`config.mk`:
```
export PLATFORM = sky130hd
export DESIGN_NAME = eep_target
export DESIGN_NICKNAME = d
export VERILOG_FILES = /design/src/rtl/eep_pkg.sv /design/src/rtl/eep_deglitch.sv /design/src/rtl/eep_array.sv /design/src/rtl/eep_wtimer.sv /design/src/rtl/eep_target.sv
export SDC_FILE = /design/constraint.sdc
export NUM_CORES = 2
export LEC_CHECK = 0
export ABC_CLOCK_PERIOD_IN_PS = 5950
export BUFFER_PORTS_ARGS = -buffer_cell sky130_fd_sc_hd__buf_2
export CORE_MARGIN = 2
export CORE_UTILIZATION = 35
export CTS_CLUSTER_SIZE = 30
export DETAILED_ROUTE_END_ITERATION = 12
export PLACE_DENSITY_LB_ADDON = 0.15
export SETUP_SLACK_MARGIN = 0.1
export SKIP_CTS_REPAIR_TIMING = 1
export SLEW_MARGIN = 10
export SYNTH_ARGS = -nofsm -noshare
export SYNTH_HDL_FRONTEND = slang
export SYNTH_SLANG_ARGS = --single-unit
```
`constraint.sdc`:
```
create_clock -name clk -period 5.95 [get_ports clk]
set_clock_uncertainty 0.05 [all_clocks]
set_input_delay 1.19 -clock clk [delete_from_list [all_inputs] [get_ports clk]]
set_output_delay 1.19 -clock clk [all_outputs]
set_load 0.01 [all_outputs]
```
`src/rtl/eep_pkg.sv`:
```
package eep_pkg;
    typedef enum logic [3:0] {
        ST_IDLE,
        ST_DEV,
        ST_DEV_ACK,
        ST_WADR,
        ST_WADR_ACK,
        ST_WDAT,
        ST_WDAT_ACK,
        ST_RDAT,
        ST_RACK,
        ST_SKIP
    } eep_state_e;

    localparam logic [3:0] DEV_FAMILY = 4'b1010;
endpackage

```
`src/rtl/eep_deglitch.sv`:
```
module eep_deglitch #(
    parameter int SYNC_STAGES = 2,
    parameter int HOLD        = 3
) (
    input  logic clk,
    input  logic rst_n,
    input  logic raw_i,
    output logic clean_o
);
    localparam int CW = $clog2(HOLD) + 1;

    logic [SYNC_STAGES-1:0] sync_q;
    logic [CW-1:0]          run_q;
    logic                   samp;

    assign samp = sync_q[SYNC_STAGES-1];

    always_ff @(posedge clk or negedge rst_n) begin
        if (!rst_n) begin
            sync_q  <= '1;
            run_q   <= '0;
            clean_o <= 1'b1;
        end else begin
            sync_q <= {sync_q[SYNC_STAGES-2:0], raw_i};
            if (samp == clean_o) begin
                run_q <= '0;
            end else if (run_q == CW'(HOLD - 1)) begin
                clean_o <= samp;
                run_q   <= '0;
            end else begin
                run_q <= run_q + CW'(1);
            end
        end
    end
endmodule

```
`src/rtl/eep_array.sv`:
```
module eep_array #(
    parameter int ADDR_W = 8,
    parameter int DATA_W = 8
) (
    input  logic              clk,
    input  logic              wr_req_i,
    input  logic              lock_hi_i,
    input  logic [ADDR_W-1:0] addr_i,
    input  logic [DATA_W-1:0] wdata_i,
    output logic [DATA_W-1:0] rdata_o
);
    localparam int DEPTH = 1 << ADDR_W;

    logic [DATA_W-1:0] cells [DEPTH];
    logic              commit;

    assign commit  = wr_req_i && !(lock_hi_i && addr_i[ADDR_W-1]);
    assign rdata_o = cells[addr_i];

    always_ff @(posedge clk) begin
        if (commit) begin
            cells[addr_i] <= wdata_i;
        end
    end
endmodule

```
`src/rtl/eep_wtimer.sv`:
```
module eep_wtimer #(
    parameter int CYCLES = 1000
) (
    input  logic clk,
    input  logic rst_n,
    input  logic go_i,
    output logic busy_o
);
    localparam int TW = $clog2(CYCLES + 1);

    logic [TW-1:0] left_q;

    assign busy_o = (left_q != '0);

    always_ff @(posedge clk or negedge rst_n) begin
        if (!rst_n) begin
            left_q <= '0;
        end else if (go_i) begin
            left_q <= TW'(CYCLES);
        end else if (busy_o) begin
            left_q <= left_q - TW'(1);
        end
    end
endmodule

```
`src/rtl/eep_target.sv`:
```
module eep_target #(
    parameter int ADDR_W      = 8,
    parameter int PAGE_BITS   = 4,
    parameter int WR_CYCLES   = 1000,
    parameter int FILT_HOLD   = 3,
    parameter int SYNC_STAGES = 2
) (
    input  logic       clk,
    input  logic       rst_n,
    input  logic       scl_i,
    input  logic       sda_i,
    input  logic [2:0] strap_i,
    input  logic       wp_i,
    output logic       sda_oe_o
);
    import eep_pkg::*;

    localparam int BYTE_W = 8;

    eep_state_e        state;
    logic              scl_f, sda_f, scl_d, sda_d;
    logic              scl_rise, scl_fall, start_ev, stop_ev;
    logic [2:0]        bit_cnt;
    logic [BYTE_W-1:0] shreg;
    logic              byte_full, rw_q, nack_q, dirty;
    logic [ADDR_W-1:0] waddr, page_next;
    logic [BYTE_W-1:0] rdata;
    logic              wr_req, busy, timer_go;

    eep_deglitch #(.SYNC_STAGES(SYNC_STAGES), .HOLD(FILT_HOLD)) u_scl_flt (
        .clk(clk), .rst_n(rst_n), .raw_i(scl_i), .clean_o(scl_f)
    );
    eep_deglitch #(.SYNC_STAGES(SYNC_STAGES), .HOLD(FILT_HOLD)) u_sda_flt (
        .clk(clk), .rst_n(rst_n), .raw_i(sda_i), .clean_o(sda_f)
    );

    eep_array #(.ADDR_W(ADDR_W), .DATA_W(BYTE_W)) u_array (
        .clk(clk), .wr_req_i(wr_req), .lock_hi_i(wp_i),
        .addr_i(waddr), .wdata_i(shreg), .rdata_o(rdata)
    );

    eep_wtimer #(.CYCLES(WR_CYCLES)) u_timer (
        .clk(clk), .rst_n(rst_n), .go_i(timer_go), .busy_o(busy)
    );

    assign scl_rise  = scl_f && !scl_d;
    assign scl_fall  = !scl_f && scl_d;
    assign start_ev  = scl_f && scl_d && sda_d && !sda_f;
    assign stop_ev   = scl_f && scl_d && !sda_d && sda_f;
    assign timer_go  = stop_ev && dirty && !busy;
    assign wr_req    = !busy && !start_ev && !stop_ev && (state == ST_WDAT)
                       && scl_fall && byte_full;
    assign page_next = {waddr[ADDR_W-1:PAGE_BITS],
                        waddr[PAGE_BITS-1:0] + PAGE_BITS'(1)};

    // State register and datapath
    always_ff @(posedge clk or negedge rst_n) begin
        if (!rst_n) begin
            state     <= ST_IDLE;
            bit_cnt   <= '0;
            shreg     <= '0;
            byte_full <= 1'b0;
            rw_q      <= 1'b0;
            nack_q    <= 1'b0;
            waddr     <= '0;
            dirty     <= 1'b0;
            scl_d     <= 1'b1;
            sda_d     <= 1'b1;
        end else begin
            scl_d <= scl_f;
            sda_d <= sda_f;
            if (busy) begin
                state <= ST_IDLE;
                dirty <= 1'b0;
            end else if (start_ev) begin
                state     <= ST_DEV;
                bit_cnt   <= '0;
                byte_full <= 1'b0;
            end else if (stop_ev) begin
                state     <= ST_IDLE;
                byte_full <= 1'b0;
                dirty     <= 1'b0;
            end else begin
                unique case (state)
                    ST_IDLE, ST_SKIP: begin
                    end
                    ST_DEV, ST_WADR, ST_WDAT: begin
                        if (scl_rise) begin
                            shreg   <= {shreg[BYTE_W-2:0], sda_f};
                            bit_cnt <= bit_cnt + 3'd1;
                            if (bit_cnt == 3'd7) byte_full <= 1'b1;
                        end else if (scl_fall && byte_full) begin
                            byte_full <= 1'b0;
                            bit_cnt   <= '0;
                            if (state == ST_DEV) begin
                                if (shreg[7:1] == {DEV_FAMILY, strap_i}) begin
                                    rw_q  <= shreg[0];
                                    state <= ST_DEV_ACK;
                                end else begin
                                    state <= ST_SKIP;
                                end
                            end else if (state == ST_WADR) begin
                                waddr <= shreg[ADDR_W-1:0];
                                state <= ST_WADR_ACK;
                            end else begin
                                waddr <= page_next;
                                dirty <= 1'b1;
                                state <= ST_WDAT_ACK;
                            end
                        end
                    end
                    ST_DEV_ACK: begin
                        if (scl_fall) begin
                            if (rw_q) begin
                                shreg <= rdata;
                                waddr <= waddr + ADDR_W'(1);
                                state <= ST_RDAT;
                            end else begin
                                state <= ST_WADR;
                            end
                        end
                    end
                    ST_WADR_ACK, ST_WDAT_ACK: begin
                        if (scl_fall) state <= ST_WDAT;
                    end
                    ST_RDAT: begin
                        if (scl_fall) begin
                            shreg   <= {shreg[BYTE_W-2:0], 1'b0};
                            bit_cnt <= bit_cnt + 3'd1;
                            if (bit_cnt == 3'd7) state <= ST_RACK;
                        end
                    end
                    ST_RACK: begin
                        if (scl_rise) begin
                            nack_q <= sda_f;
                        end else if (scl_fall) begin
                            if (!nack_q) begin
                                shreg   <= rdata;
                                waddr   <= waddr + ADDR_W'(1);
                                bit_cnt <= '0;
                                state   <= ST_RDAT;
                            end else begin
                                state <= ST_SKIP;
                            end
                        end
                    end
                    default: state <= ST_IDLE;
                endcase
            end
        end
    end

    // Output decode
    always_comb begin
        unique case (state)
            ST_DEV_ACK, ST_WADR_ACK, ST_WDAT_ACK: sda_oe_o = 1'b1;
            ST_RDAT:                              sda_oe_o = !shreg[BYTE_W-1];
            default:                              sda_oe_o = 1'b0;
        endcase
    end
endmodule

```
-- Word level (Yosys, flattened, before mapping)
Memories as Yosys holds them, arrays and structs flattened.
Cells that the tools add are included.
- register bits: 51
- RAM bits: 2048
- input bits: 8
- output and inout port bits: 1
- word-level logic and storage cells: 195
- memories: 1
- add/subtract/negate cells: 6
- equal/unequal tests: 46
- muxes and demuxes: 67
- bitwise gates (word level): 6
- reduce and logical (&&, ||, !) cells: 51
- memory list (name ; depth ; bits a word ; rd ports ; clocked after Yosys merged registers in ; wr ports ; RTL line ; RTL):
    u_array.cells ; 256 ; 8 ; 1 ; 0 ; 1 ; eep_array.sv:14 ; logic [DATA_W-1:0] cells [DEPTH];
- operators by type and width (cell ; number):
    2-to-1 mux 8 bit ; 16
    2-to-1 mux 4 bit ; 14
    != test 5 bit, second input constant ; 8
    2-to-1 mux 3 bit ; 13
    one-hot mux 8 bit (4 select lines) ; 1
    != test 2 bit, second input constant ; 12
    one-hot mux 4 bit (6 select lines) ; 1
    one-hot mux 8 bit (3 select lines) ; 1
    2-to-1 mux 10 bit ; 2
    != test 3 bit, second input constant ; 6
    logical AND 1 bit ; 17
    equality test 4 x 3 -> 1 bit, second input constant ; 4
    2-to-1 mux 1 bit ; 16
    AND reduction 8 bit ; 2
    AND reduction 13 bit ; 1
    AND reduction 12 bit ; 1
    nonzero test 3 bit ; 4
    nonzero test 4 bit ; 3
    AND reduction 11 bit ; 1
    nonzero test 10 bit ; 1
    subtractor 10 x 1 -> 10 bit, second input constant ; 1
    adder 3 x 1 -> 3 bit, second input constant ; 3
    zero test 1 bit ; 9
    one-hot mux 3 bit (3 select lines) ; 1
    25 further kinds ; 38

-- Depth between registers and ports, before layout
- word-level depth: 12
- mapped depth: 12
- mapped depth without buffers: 9

-- Modules after synthesis
Synthesis repeated with hierarchy kept, for this count alone.
- cells, all modules: 3829
- area total of the unflattened synthesis: 81265.4 um^2
- modules (own cells, without submodules) (module ; instances ; cells each ; area each (um^2) ; sequential area each (um^2)):
    eep_array ; 1 ; 3518 ; 78124.9 ; 61499.0
    eep_target ; 1 ; 222 ; 2109.5 ; 728.2
    eep_wtimer ; 1 ; 55 ; 545.5 ; 250.2
    eep_deglitch ; 2 ; 17 ; 242.7 ; 153.9

-- Worst setup path before layout
No wires, ideal clock.
- path type: reg-to-output
- start point: register shreg[7]
- end point: output sda_oe_o
- data arrival time: 3.662 ns
- data required time: 4.710 ns
- path slack: 1.048 ns
- stages on the path, launching flop included: 4
- buffers on the path: 0
- cells stage by stage: dfrtp_1 -> nor2_1 -> a21oi_1 -> nor2_1
- longest elaborated chain between the ends: 2
- RTL lines (what ; RTL line ; RTL):
    start, declared ; eep_target.sv:24 ; logic [BYTE_W-1:0] shreg;
    start signal, assigned ; eep_target.sv:89 ; shreg <= {shreg[BYTE_W-2:0], sda_f};
    start signal, assigned ; eep_target.sv:115 ; shreg <= rdata;
    start signal, assigned ; eep_target.sv:128 ; shreg <= {shreg[BYTE_W-2:0], 1'b0};
    zero test 1 bit ; eep_target.sv:157 ; ST_RDAT: sda_oe_o = !shreg[BYTE_W-1];
    one-hot mux 1 bit (2 select lines) ; eep_target.sv:155 ; unique case (state)
    end, declared ; eep_target.sv:14 ; output logic sda_oe_o
No other way between the ends.

-- Worst setup path after layout
- start point: register waddr[3]
- end point: register shreg[6]
- longest elaborated chain between the ends: 5
- elaborated cells between the ends (all ways): 7
- classes of those cells: mux: 6; memory: 1
- RTL lines (what ; RTL line ; RTL):
    start, declared ; eep_target.sv:26 ; logic [ADDR_W-1:0] waddr, page_next;
    start signal, assigned ; eep_target.sv:103 ; waddr <= shreg[ADDR_W-1:0];
    start signal, assigned ; eep_target.sv:106 ; waddr <= page_next;
    start signal, assigned ; eep_target.sv:116 ; waddr <= waddr + ADDR_W'(1);
    memory read (256 x 8 bit) * ; - ;
    2-to-1 mux 8 bit ; eep_target.sv:137 ; if (!nack_q) begin
    2-to-1 mux 8 bit ; eep_target.sv:136 ; end else if (scl_fall) begin
    2-to-1 mux 8 bit ; eep_target.sv:134 ; if (scl_rise) begin
    one-hot mux 8 bit (4 select lines) * ; eep_target.sv:84 ; unique case (state)
    end signal, assigned ; eep_target.sv:89 ;
    end signal, assigned ; eep_target.sv:128 ;
    end signal, assigned ; eep_target.sv:138 ; shreg <= rdata;
Mark *: on every way between the ends. The rest lies on a longest branch, timed or not. The select of a mux whose other input is x is not followed.
A chain may end at the register's enable or synchronous reset.

==> flow_metrics.env <==
export IMPL_nFillCells=21170
export IMPL_cts_buffer_depth=3
export IMPL_numCtsBuffers=215
export IMPL_grt_pass1_wl_mm=341.8
export IMPL_cpMaxStageDelayCell="nor3_1"
export IMPL_p_comb_share_pct=18.0
export IMPL_dieArea_um2=240600
export IMPL_tightest_slew_ps=1274
export IMPL_gp_congestion=0.8127
export IMPL_antenna_found_initial=8
export IMPL_critPathKind="flip-flop to flip-flop"
export IMPL_drt_iter0_drc=4182
export IMPL_grt_use_total_pct=19.98
export IMPL_setup_tns_ps=0
export IMPL_crit_path_start_kind="flip-flop"
export IMPL_synth_async_sr_flop_share_pct=2.430
export IMPL_power_density_nw_per_um2=416.7
export IMPL_hold_viol_final=0
export IMPL_htreeDepth=4
export IMPL_areaGrowthSynthToFinish_pct=13.23
export IMPL_switching_power_mw=11.25
export IMPL_synth_distinct_cells=74
export IMPL_clkTransAtPathRegs_ps=60
export IMPL_yosys_warnings=0
export IMPL_r2r_end="shreg[6]"
export IMPL_grt_overflow=0
export IMPL_firstDrtPassIters=5
export IMPL_reg2reg_depth=9
export IMPL_multiInputGateArea_um2=18670
export IMPL_ir_drop_uv=745.9
export IMPL_insertion_delay_ps=860
export IMPL_wire_per_inst_um=30.99
export IMPL_drv_slew=0
export IMPL_grt_max_degree=139
export IMPL_die_h_um=490.5
export IMPL_hold_path_class="flip-flop to flip-flop"
export IMPL_postSynthAreaPerCell_um2=18.61
export IMPL_p_int_mw=27.83
export IMPL_port_buffers=8
export IMPL_rsz0062_at_grt="false"
export IMPL_fin_nets=4574
export IMPL_drive_above_1_share_pct=17.55
export IMPL_antenna_left=0
export IMPL_regToRegSetupSlack_ps=1060
export IMPL_seq_area_frac_synth_pct=75.79
export IMPL_cpMostUsedCell="buf_4"
export IMPL_cp_arrival_ps=5560
export IMPL_cp_required_ps=6620
export IMPL_ys_flop_type="edfxtp_1"
export IMPL_relSlewSlack_pct=15.07
export IMPL_swShare_pct=28.78
export IMPL_leakagePower_nw=27.66
export IMPL_grt_pass1_vias=42960
export IMPL_whs_path_depth=0
export IMPL_min_period_ps=4888
export IMPL_routed_via_density=5.440
export IMPL_die_w_um=490.5
export IMPL_maxCapViolations=0
export IMPL_ys_seq_elements=2099
export IMPL_register_area_um2=62830
export IMPL_fmax_mhz=204.6
export IMPL_dr_total_vias=42940
export IMPL_critPathCaptureType="flip-flop"
export IMPL_io_pins=9
export IMPL_hpwlAfterDp_mm=148.5
export IMPL_syn_area_um2=82840
export IMPL_crit_path_max_incr_delay_ps=850
export IMPL_start_util_pct=35.22
export IMPL_rr_startpoint="waddr[3]"
export IMPL_dp_cells=7491
export IMPL_syn_nets=4467
export IMPL_design_core_area_um2=235200
export IMPL_crit_family="simple AND/OR/NAND/NOR gates"
export IMPL_row_count=178
export IMPL_hold_end="u_scl_flt.sync_q[1]"
export IMPL_hp_start="u_scl_flt.sync_q[0]"
export IMPL_status="finished, final reports clean"
export IMPL_worst_path_buf_inv=2
export IMPL_cts_sinks=2099
export IMPL_fin_crit_sh_pct=82.15
export IMPL_path_cells="buf_4 > and2_4 > buf_4 > a22oi_1 > nand3_1 > nand4_1 > nor3_1 > a2111o_1 > o31ai_2"
export IMPL_crit_fanout=45
export IMPL_synth_edf_count=2048
export IMPL_setup_violations=0
export IMPL_wl_mm=244.5
export IMPL_cts_tree="done"
export IMPL_synthCells=4451
export IMPL_clock_power_share_pct=33.9
export IMPL_seqPwrFrac_pct=48.1
export IMPL_fin_cells=7892
export IMPL_clockRootBuffer="clkbuf_16"
export IMPL_drcViolationCount=0
through the flow:
step | utilization, % | cell area [um^2] | hold slack (ps) | worst slack [ps] | total power, mW
detailed placement | 36.98 | 86970 | 299.9 | 1008 | 26.35
floorplan | - | 82840 | 295.2 | 1048 | 23.25
CTS | 39.88 | 93780 | 310.1 | 999.4 | 39.52
global placement | 36.98 | 86960 | 298.3 | 992.9 | 26.33
global route | 39.88 | 93790 | 315.8 | 879.5 | 40.35
finish | 39.88 | 93790 | 308.2 | 1062 | 39.08
registers in the layout, indices dropped and copies added (netlist names), 2 cells and up:
register / flops
u_scl_flt.sync_q: 2
u_scl_flt.run_q: 3
u_timer.left_q: 10
state: 4
shreg: 8
u_array.cells: 2048
bit_cnt: 3
u_sda_flt.sync_q: 2
waddr: 8
u_sda_flt.run_q: 3
synthesized netlist by cell type, types with 16 or more instances:
master    instances  area [um^2]
nand2_1         199        747.0
o21ai_0          36        180.2
buf_4            61        457.9
dfrtp_1          43         1076
edfxtp_1       2048        61500
clkbuf_1         99        371.6
nor2_1          309         1160
nand3_1          75        375.4
nor3_1           35        175.2
nor4_1           16        100.1
mux2_2           26        292.8
nor2b_1          18        112.6
a21oi_1         109        545.5
mux4_2          272         6126
nand4_1          20        125.1
a22oi_1         239         1794
mux2i_1         505         5055
o22ai_1          26        162.7
buf_2            82        410.4
power groups by stage:
stage / clock network (mW) / registers, mW / logic (mW)
2_1_floorplan: 0 / 20.1 / 3.16
3_3_place_gp: 0 / 19.1 / 7.22
3_5_place_dp: 0 / 19.1 / 7.24
4_1_cts: 13.5 / 18.8 / 7.22
5_1_grt: 14.1 / 18.8 / 7.48
6_report: 13.3 / 18.8 / 7.03
worst reg2reg max path, stage by stage, from the launching register on:
cell,delay [ps]
dfrtp_4,690
buf_4,460
and2_4,850
buf_4,600
a22oi_1,210
nand3_1,340
nand4_1,370
nor3_1,850
a2111o_1,280
o31ai_2,60
worst max-delay path by stage:
stage	startpoint	endpoint	slack (ps)	depth (start not counted)
floorplan	shreg[7]	sda_oe_o	1050	3
global placement	waddr[0]	shreg[6]	990	8
detailed placement	waddr[0]	shreg[6]	1010	8
CTS	waddr[0]	shreg[6]	1000	8
global route	waddr[0]	shreg[6]	880	8
finish	waddr[3]	shreg[6]	1060	9
final cells by class:
type                    count  share of cell area [%]
flip-flops and latches   2099                   66.99
well taps                3150                   4.202
clock inverters           117                   1.067
multi-input cells        2073                   19.91
diodes                      2                0.005336
clock buffers             282                   6.192
repair buffers            158                   1.594
inverters                  11                 0.04402
placed cells by master (no fill, tap or decap), types with 39 or more instances in the layout:
master / synthesis / routed
edfxtp_1: 2048 / 2048
mux2i_1: 505 / 505
nor2_1: 309 / 306
mux4_2: 272 / 272
a22oi_1: 239 / 239
clkbuf_16: 0 / 220
nand2_1: 199 / 185
buf_4: 61 / 123
a21oi_1: 109 / 109
nand3_1: 75 / 75
clkbuf_1: 99 / 55
clkinv_2: 0 / 39
clkinv_1: 0 / 39
layer usage:
layer  vias to the layer above  routed length, um  GRT usage (%)
li1                      18220                  -              -
met1                     22960             108500          28.33
met2                      1444             116800          32.19
met3                       309              13650          3.147
met4                         2               5580          4.996
met5                         -                 12              0
kinds of logic (layout without fill, tap and decap cells):
logic type      Yosys count  count (layout)  synth area share, %
xor+xnor                 11              11               0.1163
other cells               0               2                    0
buf+inv                 279             568                1.819
flops                  2099            2099                75.79
mux                     803             803                13.85
fa+ha+maj                 8               8               0.1208
simple gates            731             731                3.895
compound gates          520             520                4.406
No activity file was read; power rests on OpenSTA's default activity.
